File: src/rtl/wbsc_pkg.sv
// Shared types for the special command port.
// Assumes a 4-bit command code space; code 0 means "no command".
package wbsc_pkg;
    localparam int NUM_CMD = 9;
    localparam int CODE_W  = 4;

    typedef enum logic [CODE_W-1:0] {
        CMD_NONE      = 4'd0,
        CMD_MODE      = 4'd1,
        CMD_EXT_MODE  = 4'd2,
        CMD_PD_ENTER  = 4'd3,
        CMD_PD_EXIT   = 4'd4,
        CMD_DPD_ENTER = 4'd5,
        CMD_DPD_EXIT  = 4'd6,
        CMD_SR_ENTER  = 4'd7,
        CMD_SR_EXIT   = 4'd8,
        CMD_STAT_RD   = 4'd9
    } cmd_e;

    // Burst-length field code that encodes a burst of two.
    localparam logic [2:0] BL_TWO = 3'b001;
endpackage

File: src/rtl/wbsc_decode.sv
// Address decoder: matches the bus address against the one-hot command
// map and decides whether the request can be translated.
// Assumes ADR_W is at least NUM_CMD bits; purely combinational.
module wbsc_decode
    import wbsc_pkg::*;
#(
    parameter int ADR_W = 16
) (
    input  logic [ADR_W-1:0] adr,
    input  logic             we,
    input  logic [2:0]       bl_field,
    output cmd_e             code,
    output logic             reject
);
    logic [NUM_CMD-1:0] hit_vec;

    // One comparator per map entry.
    for (genvar g = 0; g < NUM_CMD; g++) begin : g_hit
        assign hit_vec[g] = (adr == (ADR_W'(1) << g));
    end

    // Turn the hit vector into a command code.
    always_comb begin
        code = CMD_NONE;
        for (int i = 0; i < NUM_CMD; i++) begin
            if (hit_vec[i]) code = cmd_e'(CODE_W'(i + 1));
        end
    end

    // Read, unmapped address or an unsupported burst length all refuse.
    always_comb begin
        reject = !we || (hit_vec == '0) || (hit_vec[0] && (bl_field != BL_TWO));
    end
endmodule

File: src/rtl/wbsc_pack.sv
// Field packer: places mode-register fields of the bus data into the
// row/bank address form of a load-mode command. Other commands get zero.
// Assumes MA_W >= 8 and BA_W >= 2; purely combinational.
module wbsc_pack
    import wbsc_pkg::*;
#(
    parameter int MA_W = 13,
    parameter int BA_W = 2
) (
    input  cmd_e            code,
    input  logic [7:0]      fields,
    output logic [BA_W-1:0] bank,
    output logic [MA_W-1:0] maddr
);
    localparam logic [BA_W-1:0] EXT_BANK = BA_W'(2);

    // Select bank and repack fields per command.
    always_comb begin
        bank  = '0;
        maddr = '0;
        case (code)
            CMD_MODE: begin
                maddr[2:0] = fields[2:0];   // burst length
                maddr[3]   = fields[3];     // burst type
                maddr[6:4] = fields[6:4];   // CAS latency
            end
            CMD_EXT_MODE: begin
                bank       = EXT_BANK;
                maddr[2:0] = fields[2:0];   // partial-array refresh
                maddr[4:3] = fields[4:3];   // temperature-compensated refresh
                maddr[7:5] = fields[7:5];   // drive strength
            end
            default: ;
        endcase
    end
endmodule

File: src/rtl/wbsc_cmd_hold.sv
// Command holding register: presents one command downstream and keeps it
// stable until the ready/valid handshake completes.
// Assumes load is only raised while no command is pending.
module wbsc_cmd_hold
    import wbsc_pkg::*;
#(
    parameter int MA_W = 13,
    parameter int BA_W = 2
) (
    input  logic            clk,
    input  logic            rst_n,
    input  logic            load,
    input  cmd_e            code_in,
    input  logic [BA_W-1:0] bank_in,
    input  logic [MA_W-1:0] addr_in,
    input  logic            ready,
    output logic            valid,
    output cmd_e            code,
    output logic [BA_W-1:0] bank,
    output logic [MA_W-1:0] addr,
    output logic            fire
);
    assign fire = valid && ready;

    // Valid flag: set on load, cleared on handshake.
    always_ff @(posedge clk) begin
        if (!rst_n)     valid <= 1'b0;
        else if (load)  valid <= 1'b1;
        else if (fire)  valid <= 1'b0;
    end

    // Payload: captured only on load.
    always_ff @(posedge clk) begin
        if (!rst_n) begin
            code <= CMD_NONE;
            bank <= '0;
            addr <= '0;
        end else if (load) begin
            code <= code_in;
            bank <= bank_in;
            addr <= addr_in;
        end
    end
endmodule

File: src/rtl/wbsc_bus_resp.sv
// Bus response logic: owns the bus cycle that issued the pending command
// and produces the one-cycle ACK, ERR and RTY terminations.
// Assumes STB stays high until the cycle is terminated; a drop abandons it.
module wbsc_bus_resp (
    input  logic clk,
    input  logic rst_n,
    input  logic req,
    input  logic reject,
    input  logic pend,
    input  logic fire,
    output logic ack,
    output logic err,
    output logic rty,
    output logic load
);
    logic own;
    logic resp_any;
    logic req_new;

    assign resp_any = ack || err || rty;
    assign req_new  = req && !own && !resp_any;
    assign load     = req_new && !pend && !reject;

    // Termination pulses, one cycle each.
    always_ff @(posedge clk) begin
        if (!rst_n) begin
            ack <= 1'b0;
            err <= 1'b0;
            rty <= 1'b0;
        end else begin
            ack <= own && req && fire;
            err <= req_new && !pend && reject;
            rty <= req_new && pend;
        end
    end

    // Ownership: held while the issuing cycle is open and not yet accepted.
    always_ff @(posedge clk) begin
        if (!rst_n)   own <= 1'b0;
        else if (own) own <= req && !fire;
        else          own <= load;
    end
endmodule

File: src/rtl/wbsc_port.sv
// Special command port top: Wishbone control slave translating one-hot
// address writes into memory controller commands.
// Assumes a single clock domain and a synchronous active-low reset.
module wbsc_port
    import wbsc_pkg::*;
#(
    parameter int ADR_W = 16,
    parameter int DAT_W = 32,
    parameter int MA_W  = 13,
    parameter int BA_W  = 2
) (
    input  logic             clk,
    input  logic             rst_n,
    input  logic             wb_cyc_i,
    input  logic             wb_stb_i,
    input  logic             wb_we_i,
    input  logic [ADR_W-1:0] wb_adr_i,
    input  logic [DAT_W-1:0] wb_dat_i,
    output logic             wb_ack_o,
    output logic             wb_err_o,
    output logic             wb_rty_o,
    output logic             cmd_valid,
    input  logic             cmd_ready,
    output logic [3:0]       cmd_code,
    output logic [BA_W-1:0]  cmd_bank,
    output logic [MA_W-1:0]  cmd_addr
);
    localparam int FIELD_W = 8;

    cmd_e            dec_code;
    cmd_e            held_code;
    logic            dec_reject;
    logic [BA_W-1:0] pk_bank;
    logic [MA_W-1:0] pk_addr;
    logic            load;
    logic            fire;
    logic            unused_hi;

    assign unused_hi = ^wb_dat_i[DAT_W-1:FIELD_W];

    wbsc_decode #(.ADR_W(ADR_W)) u_dec (
        .adr      (wb_adr_i),
        .we       (wb_we_i),
        .bl_field (wb_dat_i[2:0]),
        .code     (dec_code),
        .reject   (dec_reject)
    );

    wbsc_pack #(.MA_W(MA_W), .BA_W(BA_W)) u_pack (
        .code   (dec_code),
        .fields (wb_dat_i[FIELD_W-1:0]),
        .bank   (pk_bank),
        .maddr  (pk_addr)
    );

    wbsc_bus_resp u_resp (
        .clk    (clk),
        .rst_n  (rst_n),
        .req    (wb_cyc_i && wb_stb_i),
        .reject (dec_reject),
        .pend   (cmd_valid),
        .fire   (fire),
        .ack    (wb_ack_o),
        .err    (wb_err_o),
        .rty    (wb_rty_o),
        .load   (load)
    );

    wbsc_cmd_hold #(.MA_W(MA_W), .BA_W(BA_W)) u_hold (
        .clk     (clk),
        .rst_n   (rst_n),
        .load    (load),
        .code_in (dec_code),
        .bank_in (pk_bank),
        .addr_in (pk_addr),
        .ready   (cmd_ready),
        .valid   (cmd_valid),
        .code    (held_code),
        .bank    (cmd_bank),
        .addr    (cmd_addr),
        .fire    (fire)
    );

    assign cmd_code = held_code;
endmodule

File: config.mk
export PLATFORM = sky130hd
export DESIGN_NAME = wbsc_port
export DESIGN_NICKNAME = d
export VERILOG_FILES = /design/src/rtl/wbsc_pkg.sv /design/src/rtl/wbsc_decode.sv /design/src/rtl/wbsc_pack.sv /design/src/rtl/wbsc_cmd_hold.sv /design/src/rtl/wbsc_bus_resp.sv /design/src/rtl/wbsc_port.sv
export SDC_FILE = /design/constraint.sdc
export NUM_CORES = 1
export LEC_CHECK = 0
export BUFFER_PORTS_ARGS = -buffer_cell sky130_fd_sc_hd__buf_2
export CORE_MARGIN = 5
export CORE_UTILIZATION = 40
export CTS_CLUSTER_SIZE = 14
export DETAILED_ROUTE_END_ITERATION = 7
export PLACE_DENSITY = 0.88
export RECOVER_POWER = 100
export SYNTH_ARGS = -nofsm -noshare
export SYNTH_HDL_FRONTEND = slang
export SYNTH_SLANG_ARGS = --single-unit
File: constraint.sdc
create_clock -name clk -period 2.9 [get_ports clk]
set_clock_uncertainty 0.15 [all_clocks]
set_input_delay 0.58 -clock clk [delete_from_list [all_inputs] [get_ports clk]]
set_output_delay 0.58 -clock clk [all_outputs]
set_load 0.02 [all_outputs]
After elaboration in Yosys (flattened, before gate mapping)
Index checks and enable logic that the tools add are counted.
{"block": "op_classes", "shifts": 0, "n_mul": 0, "div": 0, "n_addsub": 0, "n_bitwise": 0, "n_reduce_logical": 25, "n_lt_le_gt_ge": 0, "n_eq_ne": 12, "n_mux": 15}
{"cell": "equality test 16 x 1 -> 1 bit, second input constant", "n": 1}
{"cell": "equality test 16 x 2 -> 1 bit, second input constant", "n": 1}
{"cell": "equality test 16 x 3 -> 1 bit, second input constant", "n": 1}
{"cell": "equality test 16 x 4 -> 1 bit, second input constant", "n": 1}
{"cell": "equality test 16 x 5 -> 1 bit, second input constant", "n": 1}
{"cell": "equality test 16 x 6 -> 1 bit, second input constant", "n": 1}
{"cell": "equality test 16 x 7 -> 1 bit, second input constant", "n": 1}
{"cell": "equality test 16 x 8 -> 1 bit, second input constant", "n": 1}
{"cell": "equality test 16 x 9 -> 1 bit, second input constant", "n": 1}
{"cell": "logical AND 1 bit", "n": 12}
{"cell": "two-way mux 3 bit", "n": 4}
{"cell": "logical NOT 9 bit", "n": 1}
{"cell": "two-way mux 4 bit", "n": 2}
{"cell": "two-way mux 7 bit", "n": 1}
{"cell": "logical NOT 1 bit", "n": 6}
{"cell": "two-way mux 2 bit", "n": 3}
{"cell": "two-way mux 1 bit", "n": 5}
{"cell": "equality test 4 x 1 -> 1 bit, second input constant", "n": 1}
{"cell": "equality test 4 x 2 -> 1 bit, second input constant", "n": 1}
{"cell": "logical OR 1 bit", "n": 4}
{"cell": "inequality test 3 x 1 -> 1 bit, second input constant", "n": 1}
{"cell": "nonzero test 2 bit", "n": 1}
{"cell": "OR reduction 2 bit", "n": 1}
{"block": "word_totals", "latch_bits": 0, "reg_bits": 19, "ram_bits": 0, "wordCells": 60, "rom_bits": 0, "mem_count": 0, "out_inout_bits": 23}

Longest topological paths before layout
{"block": "logic_depth", "ltp_word": 13, "mapped_depth": 8, "depth_no_buf": 6}

By module
A second synthesis with hierarchy kept.
{"block": "hier_totals", "cells_unflattened": 139, "area_unflattened_um2": 1321.3}
{"module": "wbsc_cmd_hold", "seq_area_each_um2": 400.4, "area_per_inst_um2": 759.5, "n_inst": 1, "cells_per_inst": 65}
{"module": "wbsc_decode", "seq_area_each_um2": 0.0, "area_per_inst_um2": 266.5, "n_inst": 1, "cells_per_inst": 40}
{"module": "wbsc_bus_resp", "seq_area_each_um2": 80.1, "area_per_inst_um2": 155.1, "n_inst": 1, "cells_per_inst": 15}
{"module": "wbsc_pack", "seq_area_each_um2": 0.0, "area_per_inst_um2": 133.9, "n_inst": 1, "cells_per_inst": 18}
{"module": "wbsc_port", "seq_area_each_um2": 0.0, "area_per_inst_um2": 6.3, "n_inst": 1, "cells_per_inst": 1}

Least setup slack after synthesis
OpenSTA, ideal clock, no wires.
{"block": "synth_timing", "kind": "in2reg", "startpoint": "in wb_adr_i[2]", "endpoint": "reg u_hold.addr[0]", "path_slack_ps": 579, "stages": 7, "arrival_time_ps": 2055, "path_buffers": 2, "path_cell_list": "buf_2 -> xor2_1 -> a211oi_1 -> nor4_4 -> o31a_4 -> buf_6 -> a41o_1"}
{"block": "synth_between", "elab_chain_len": 13, "word_cells_on_any_way": 28, "cone_classes": "eq/ne: 11; mux: 10; reduce/logical: 7"}
{"item": "from (decl)", "line_no": "wbsc_port.sv:17", "rtl": "input logic [ADR_W-1:0] wb_adr_i,"}
{"item": "equality test 16 x 1 -> 1 bit", "line_no": "wbsc_decode.sv:19", "rtl": "assign hit_vec[g] = (adr == (ADR_W'(1) << g));"}
{"item": "two-way mux 1 bit", "line_no": "wbsc_decode.sv:26", "rtl": "if (hit_vec[i]) code = cmd_e'(CODE_W'(i + 1));"}
{"item": "two-way mux 2 bit (2 in a row)", "line_no": "wbsc_decode.sv:26"}
{"item": "two-way mux 3 bit (4 in a row)", "line_no": "wbsc_decode.sv:26"}
{"item": "two-way mux 4 bit (2 in a row)", "line_no": "wbsc_decode.sv:26"}
{"item": "equality test 4 x 1 -> 1 bit or equality test 4 x 2 -> 1 bit (tied branches)", "line_no": "wbsc_pack.sv:21", "rtl": "case (code)"}
{"item": "OR reduction 2 bit (no source line)"}
{"item": "two-way mux 7 bit", "line_no": "wbsc_pack.sv:21"}
{"item": "to (signal assigned)", "line_no": "wbsc_cmd_hold.sv:41", "rtl": "addr <= addr_in;"}
{"item": "to (decl)", "line_no": "wbsc_cmd_hold.sv:20", "rtl": "output logic [MA_W-1:0] addr,"}
Parallel ways exist; a longest one is shown, timed or not.
A chain may end at the register's enable or synchronous reset.

Final worst setup path
{"block": "layout_timing", "startpoint": "in wb_adr_i[13]", "endpoint": "reg u_hold.addr[3]"}
Same word-level chain as after synthesis.

==> results.ini <==
[worst_hold_path]
min_path_type = flip-flop to flip-flop

[drt]
wl_per_cell_um = 12.2
route.detailed.drc = 0
drtIter0Drc = 45
drt-pass1-iter-count = 4
vias = 1133
wl_um = 2550
ant_nets = 0
vias_per_cell = 5.42

[logic_synthesis]
ys_seq_area_frac = 0.311
ys_warn_count = 0
yosysMostFrequentCell = nand2_1
synth_top_area_frac = 0.311
synth_cell_types = 43
synth-async-reset-ratio = 0
syn_inst = 136
synth_largest_area_cell = dfxtp_1
ys_top_cells_by_count = nand2_1 (19), dfxtp_1 (18), nor2_1 (18), a41o_1 (7), buf_4 (7)
synthesis.area_mm2 = 0.00116
synth_edf_count = 0
synth_flop_cell = dfxtp_1
synth-seq-cells = 18
avgSynthCellArea_um2 = 8.53
synth.area.top_cells = dfxtp_1 (31%), nor4_4 (7.3%), nand2_1 (6.1%), a41o_1 (6.0%), nor2_1 (5.8%)

[clock_tree]
insertion_delay_ps = 280
cts_hold_repair.buffers = 0
postCtsSetupRepairBufs = 0
cts_buffers = 3
tritoncts = built
path_clk_slew_ps = 90
cts-root-buf = clkbuf_4
cts_max_path_buffers = 2
cts_max_level = 1
post_cts_resized = 0
clock_sink_count = 18

[floorplanning]
die_w_um = 63.9
core_mm2 = 0.00276
die_h_um = 63.9
die_area_mm2 = 0.00408
num_rows = 19
initial_core_util = 0.421
ioPinCount = 77

[critical_path]
arrival_ps = 2380
path_class = primary input to flip-flop
required_ps = 2940
start_kind = primary input
path_max_fanout = 7
worst_setup_path_end_kind = flip-flop

[timing]
post-route-min-period_ps = 2350
worst_slack_ps = 552
relSlewSlack = 0.342
timing.hold.ws_ps = 321
clock.fmax_mhz = 426
tightest_slew_ps = 987
rsz0062_at_grt = no
setup-tns-final_ps = 0
hold_viol = 0
drv_slew = 0
timing.final.crit_share = 0.810
setup_violations = 0

[layout]
stdcell_count = 209
final_area_mm2 = 0.00136
n_antenna_cell = 0
area_growth_pct = 17.4
fin_util = 0.494
layout.nets = 234
drive_above_1_share = 0.213

[global_route]
antenna_found_initial = 0
grt_overflow = 0
grt_max_degree = 27
grt_pass1_vias = 1024
grt_pass1_wl_um = 4290
track_usage = 0.124

[power_and_ir_drop]
p_leak_nw = 0.575
vdd_ir_drop_max_mv = 0.392
p_per_area_mw_per_mm2 = 322
power.total_mw = 0.438

[placed_design]
dp.cells = 206
dp_hpwl_um = 2090
gp_congestion = 0.775
post_dp_cell_area_mm2 = 0.00136
io_buffers = 46
dp_slack_ps = 312

[status]
status = finished, final reports clean

[flow_run]
cap_viol_max_count = 0

-- metal layers --
metal / vias up / track usage / part of all wire
met3: 2 / 0.0438 / 0.081
met4: 0 / 0.0234 / 0.0055
met1: 527 / 0.156 / 0.42
met5: - / 0 / 0
met2: 34 / 0.206 / 0.49
li1: 570 / - / -
-- worst paths after layout --
kind / from / end / slack, ps / cells after the start
min reg2reg: u_hold.bank[1]$_SDFFE_PN0P_ / u_hold.bank[1]$_SDFFE_PN0P_ / 320 / 2
max reg2reg: u_resp.own$_SDFF_PN0_ / u_hold.addr[7]$_SDFFE_PN0P_ / 870 / 6
max: wb_adr_i[13] / u_hold.addr[3]$_SDFFE_PN0P_ / 550 / 7
min: u_hold.bank[1]$_SDFFE_PN0P_ / u_hold.bank[1]$_SDFFE_PN0P_ / 320 / 2
-- worst max-delay path: stages --
cell and delay (ps):
buf_2 110, nor4_4 440, nand2b_1 200, nor4_4 310, nor2_1 70, mux2_1 400
a41o_1 270
-- cell families (layout without fill, tap and decap cells) --
kind of cell | after synthesis | count (layout) | share of synthesized area
AND/OR/NAND/NOR | 67 | 67 | 0.344
AO/OA/AOI/OAI | 25 | 25 | 0.181
flip-flops | 18 | 18 | 0.311
buffers and inverters | 16 | 53 | 0.0885
XOR/XNOR | 6 | 6 | 0.0453
multiplexers | 3 | 3 | 0.0270
other | 1 | 6 | 0.00323
-- area by class of cell --
class	instances	area (µm²)
multi-input cells	107	716
well taps	31	38.8
inverters	3	11.3
flip-flops and latches	18	360
clock buffers	3	22.5
fillers	293	1400
repair buffers	47	213
-- power breakdown --
part / total, mW / internal (mW) / switching, mW
sequential: 0.248 / 0.248 / 0.000253
clock: 0.117 / 0.0482 / 0.0693
combinational: 0.0731 / 0.0264 / 0.0467
total: 0.438 / 0.322 / 0.116
-- layout by cell type, fill, tap and decap left out, types with 2 or more instances in the layout --
cell      Yosys  final
nor2_1       18     18
nor4b_1       2      2
nor2b_1       2      2
clkbuf_4      0      3
conb_1        1      6
nand2_1      19     19
nand3_1       5      5
dfxtp_1      18     18
xor2_1        5      5
clkbuf_1      3     20
mux2i_1       2      2
a41o_1        7      7
o21ai_0       4      4
o22ai_1       2      2
buf_2         1     26
nor4_4        4      4
inv_1         3      3
nand4_1       3      3
nor4_1        4      4
o21a_1        2      2
-- state kept, by name (all words and copies together), names as in the netlist --
name / cells
u_hold.addr: 8
u_hold.code: 4
u_hold.bank: 1
u_hold.valid: 1
u_resp.ack: 1
u_resp.err: 1
u_resp.own: 1
u_resp.rty: 1
Power figures use the tool's default switching activity.
